==> config.mk <==
export PLATFORM = sky130hd
export DESIGN_NAME = job_latency_counters
export DESIGN_NICKNAME = d
export VERILOG_FILES = /design/src/rtl/job_latency_counters.sv
export SDC_FILE = /design/constraint.sdc
export NUM_CORES = 1
export LEC_CHECK = 0
export ABC_AREA = 1
export BUFFER_PORTS_ARGS = -buffer_cell sky130_fd_sc_hd__buf_2
export CORE_AREA = 2 2 167 169
export DETAILED_ROUTE_END_ITERATION = 12
export DIE_AREA = 0 0 169 171
export GPL_ROUTABILITY_DRIVEN = 0
export PLACE_DENSITY_LB_ADDON = 0.2
export SETUP_SLACK_MARGIN = 0.2
export SLEW_MARGIN = 10
export SYNTH_ARGS = -nofsm -noshare
export SYNTH_HDL_FRONTEND = slang
export SYNTH_SLANG_ARGS = --single-unit
==> constraint.sdc <==
create_clock -name clk -period 2.5 [get_ports clk]
set_input_delay 0.5 -clock clk [delete_from_list [all_inputs] [get_ports clk]]
set_output_delay 0.5 -clock clk [all_outputs]
set_load 0.03 [all_outputs]
==> src/rtl/job_latency_counters.sv <==
module job_latency_counters #(
  parameter int MAX_JOBS = 8,
  parameter int DATA_W   = 32,
  parameter int ADDR_W   = 11
) (
  input  logic                          clk,
  input  logic                          rst_n,
  input  logic                          job_start,
  input  logic                          job_finish,
  output logic [$clog2(MAX_JOBS+1)-1:0] active_jobs,
  output logic                          start_drop,
  input  logic                          csr_rd,
  input  logic [ADDR_W-1:0]             csr_addr,
  output logic [DATA_W-1:0]             csr_rdata,
  output logic                          csr_rvalid
);

  localparam int JW = $clog2(MAX_JOBS + 1);
  localparam int CW = 2 * DATA_W;

  localparam logic [ADDR_W-1:0] OFS_BUSY_LO = ADDR_W'(8'h00);
  localparam logic [ADDR_W-1:0] OFS_BUSY_HI = ADDR_W'(8'h04);
  localparam logic [ADDR_W-1:0] OFS_SUM_LO  = ADDR_W'(8'h08);
  localparam logic [ADDR_W-1:0] OFS_SUM_HI  = ADDR_W'(8'h0C);
  localparam logic [ADDR_W-1:0] OFS_DONE    = ADDR_W'(8'h10);

  logic [JW-1:0]     jobs_q;
  logic [CW-1:0]     busy_q;
  logic [CW-1:0]     sum_q;
  logic [DATA_W-1:0] done_q;
  logic [DATA_W-1:0] rd_mux;

  wire at_limit = (jobs_q == JW'(MAX_JOBS));
  wire fin_ok   = job_finish && (jobs_q != '0);
  wire take     = job_start && (!at_limit || fin_ok);

  assign start_drop  = job_start && !take;
  assign active_jobs = jobs_q;

  always_ff @(posedge clk) begin
    if (!rst_n) begin
      jobs_q <= '0;
      busy_q <= '0;
      sum_q  <= '0;
      done_q <= '0;
    end else begin
      busy_q <= busy_q + CW'(jobs_q != '0);
      sum_q  <= sum_q + CW'(jobs_q);
      done_q <= done_q + DATA_W'(fin_ok);
      case ({take, fin_ok})
        2'b10:   jobs_q <= jobs_q + 1'b1;
        2'b01:   jobs_q <= jobs_q - 1'b1;
        default: jobs_q <= jobs_q;
      endcase
    end
  end

  always_comb begin
    case (csr_addr)
      OFS_BUSY_LO: rd_mux = busy_q[DATA_W-1:0];
      OFS_BUSY_HI: rd_mux = busy_q[CW-1:DATA_W];
      OFS_SUM_LO:  rd_mux = sum_q[DATA_W-1:0];
      OFS_SUM_HI:  rd_mux = sum_q[CW-1:DATA_W];
      OFS_DONE:    rd_mux = done_q;
      default:     rd_mux = '0;
    endcase
  end

  always_ff @(posedge clk) begin
    if (!rst_n) begin
      csr_rdata  <= '0;
      csr_rvalid <= 1'b0;
    end else begin
      csr_rvalid <= csr_rd;
      if (csr_rd) csr_rdata <= rd_mux;
    end
  end

endmodule

==> impl_metrics.toml <==
[worst_setup_path]
reg2reg_depth = 10
critical_path_arrival_ns = 2.47
cp.required_ns = 2.84
cpMaxStageDelayCell = "fa_1"
r2r_slack_ns = 0.36
slowest_delay_ns = 0.43
cp_max_fo = 6
cp_cell_sequence = "buf_4, ha_1, fa_1, nand3_1, nand3_2, nand2_1, inv_1, nand2_1, xor2_1, nor2_1"
cp-end-kind = "flip-flop"
critPathKind = "flip-flop to flip-flop"
r2r_end = "sum_q[24]$_SDFF_PN0_"
path_common_cell = "nand2_1"
r2r_start = "active_jobs[0]$_SDFFE_PN0P_"
start_kind = "flip-flop"

[timing]
fin_crit_sh_pct = 85.4
clock.fmax_mhz = 468
rsz0062_at_grt = "true"
worst_slew_pin_slew_ns = 0.626
skew_ns = 0.0165
setup_violations = 0
final_hold_viol_count = 0
slew_headroom_pct = 58.3
fin_crit_ns = 2.14
tns_ns = 0
maxSlewViolCount = 0

[route]
dr.pass1.iters = 7
dr_wl_met3_um = 3250
drtAntennaViolNets = 0
drc = 0
wl_met1_um = 18000
wl_per_cell_um = 17.7
vias_per_cell = 5.50
via_count = 13100
drtIter0Drc = 1503
finalWirelength_um = 42200
top_layer = "met4"
wl_met2_um = 19100

[grt]
grt_util_all_layers_pct = 29.5
grt_max_degree = 53
grt_pass1_vias = 12000
grt_pass1_wl_um = 65500
antenna_found_initial = 0
gr-total-overflow = 0

[clock_network]
cts_root_buf = "clkbuf_16"
path_clk_slew_ns = 0.09
clk_path_buf_depth = 2
numClockSinks = 197
insertion_delay_ns = 0.46
htreeDepth = 4
cts_buffers = 17
cts_tree = "yes"
hold_buffers = 0

[worst_hold_path]
min_from = "rst_n"
worstHoldEndpoint = "done_q[11]$_SDFF_PN0_"
hold_path_depth = 3
min_path_type = "input pin to flip-flop"

[synth]
yosys_warnings = 0
ys_top_cells_by_area = "dfxtp_1, nand2_1, nor2_1"
synth.most_common_cell = "nand2_1"
ys_ff_latch = 197
syn-instance-count = 1978
yosysTopAreaCell = "dfxtp_1"
ys.flop_type = "dfxtp_1"
ys_seq_area_share_pct = 32.9
syn_nets = 2006
async_flop_share_pct = 0
yosysTopAreaCellShare_pct = 32.9
synthTopCellsByCount = "nand2_1, nor2_1, nand3_1, dfxtp_1, inv_1"
synth_area_sq_um = 12000
ys_types = 38
synth_edf_count = 0
synth_area_per_cell_sq_um = 6.06

[cells_and_area]
n_antenna_cell = 0
seqCellArea_sq_um = 3950
area_growth_pct = 11.0
multi_input_area_sq_um = 7120
fillCellCount = 2896
final_nets = 2050
drive_above_1_share_pct = 8.35
fin_util_pct = 48.7

[floorplan]
fp-row-count = 61
core_sq_um = 27300
pin_count = 54
start_util_pct = 43.8
die_w_um = 169
fp.dieH_um = 171
die-area_sq_um = 28900

[power_and_ir_drop]
power.share.clock_pct = 40.5
switching_share_pct = 30.1
pwr-share-seq_pct = 48.1
p_leak_nw = 4.74
comb_power_share_pct = 11.5
power-per-cell-area_nw_per_um2 = 521
peakVddDrop_mv = 0.455
p_int_mw = 4.84
p_switching_mw = 2.08

[outcome]
status = "finished clean"

[place]
hpwl_um = 33200
io_buffers = 53

[job]
cap_viol_max_count = 0
[cell type report]
type / count / share of cell area [%]
clock buffer: 19 / 3.26
clock inverter: 13 / 1.03
inverter: 197 / 5.58
multi-input combinational: 1531 / 53.5
sequential: 197 / 29.7
tap: 346 / 3.26
timing repair buffer: 78 / 3.69
[flip-flops by register name, summed over array words and instances, names as in the netlist]
signal / count
done_q: 32
csr_rdata: 32
active_jobs: 4
csr_rvalid: 1
sum_q: 64
busy_q: 64
[timing repair]
| item | CTS | global route |
|---|---|---|
| endpoints found under the setup margin | 0 | 32 |
| gates resized for setup | 0 | 9 |
| buffers inserted | 0 | 1 |
[through the flow]
stage,total power [mW],instances,hold slack [ns],setup WS [ns],instance area (sq um)
2_1_floorplan,3.90,1978,0.447,0.285,12000
3_3_place_gp,4.14,2348,0.473,0.272,12700
3_5_place_dp,4.16,2348,0.474,0.227,12700
4_1_cts,6.89,2380,0.473,0.219,13300
5_1_grt,7.18,2381,0.485,0.160,13300
6_report,6.92,2381,0.478,0.364,13300
[cells by family (layout without fill, tap and decap cells)]
group                    count (synthesis)  in the layout  synth area share (%)
XOR/XNOR                                28             28                  2.05
buffers and inverters                  250            307                  8.05
flip-flops                             197            197                  32.9
AND/OR/NAND/NOR                       1238           1238                  44.9
adder cells (fa/ha/maj)                 12             12                  1.38
AO/OA/AOI/OAI                          253            253                  10.7
[metal layers]
metal | global-route usage (%) | vias up
li1 | - | 6451
met1 | 38.7 | 5972
met2 | 49.2 | 573
met3 | 3.96 | 103
met4 | 11.5 | 0
met5 | 0 | -
[power by group through the flow]
stage / combinational, mW / sequential (mW) / clock, mW
final: 0.794 / 3.33 / 2.80
after global routing: 0.903 / 3.34 / 2.93
after detailed placement: 0.768 / 3.40 / 0
after CTS: 0.774 / 3.32 / 2.80
after global placement: 0.751 / 3.39 / 0
after floorplan: 0.433 / 3.47 / 0
[worst max-delay path, delay by kind of cell (launching register included)]
family / cells / cell delay [ns]
xor+xnor: 1 / 0.16
fa+ha+maj: 2 / 0.70
buf+inv: 2 / 0.24
flops: 1 / 0.32
simple gates: 5 / 0.60
[placed cells by master (no fill, tap or decap), types with 2 or more instances in the layout]
cell,synthesis,routed
and2_1,7,7
clkinv_8,0,2
xor2_1,22,22
inv_8,0,4
inv_6,0,3
nand2_1,513,513
nand3_1,223,221
dfxtp_1,197,196
nor3_1,19,19
nor2_1,353,350
nor3b_1,4,4
or2_0,23,23
nand3b_1,11,11
inv_2,7,7
fa_1,2,2
or2_2,10,10
xnor2_1,6,6
inv_1,190,189
o21a_1,4,4
buf_12,0,3
ha_1,10,8
nor2_2,14,14
buf_4,2,22
clkinv_4,0,3
buf_2,15,53
nand4_1,38,38
nor2_4,8,11
nor3_4,2,2
clkbuf_1,32,2
nand3_2,3,5
clkbuf_16,0,17
a21oi_1,141,141
o21ai_0,101,101
nand2_2,6,6
o21ai_1,3,3
[how the worst max path moves through the flow]
stage / slack, ns / to / cells past startpoint / from
after detailed placement: 0.23 / busy_q[42]$_SDFF_PN0_ / 15 / active_jobs[2]$_SDFFE_PN0P_
after floorplan: 0.28 / busy_q[42]$_SDFF_PN0_ / 15 / active_jobs[1]$_SDFFE_PN0P_
after global placement: 0.27 / busy_q[42]$_SDFF_PN0_ / 15 / active_jobs[2]$_SDFFE_PN0P_
after CTS: 0.22 / busy_q[42]$_SDFF_PN0_ / 15 / active_jobs[2]$_SDFFE_PN0P_
final: 0.36 / sum_q[24]$_SDFF_PN0_ / 10 / active_jobs[0]$_SDFFE_PN0P_
after global routing: 0.16 / busy_q[42]$_SDFF_PN0_ / 15 / active_jobs[3]$_SDFFE_PN0P_
(Power assumes the default switching activity.)
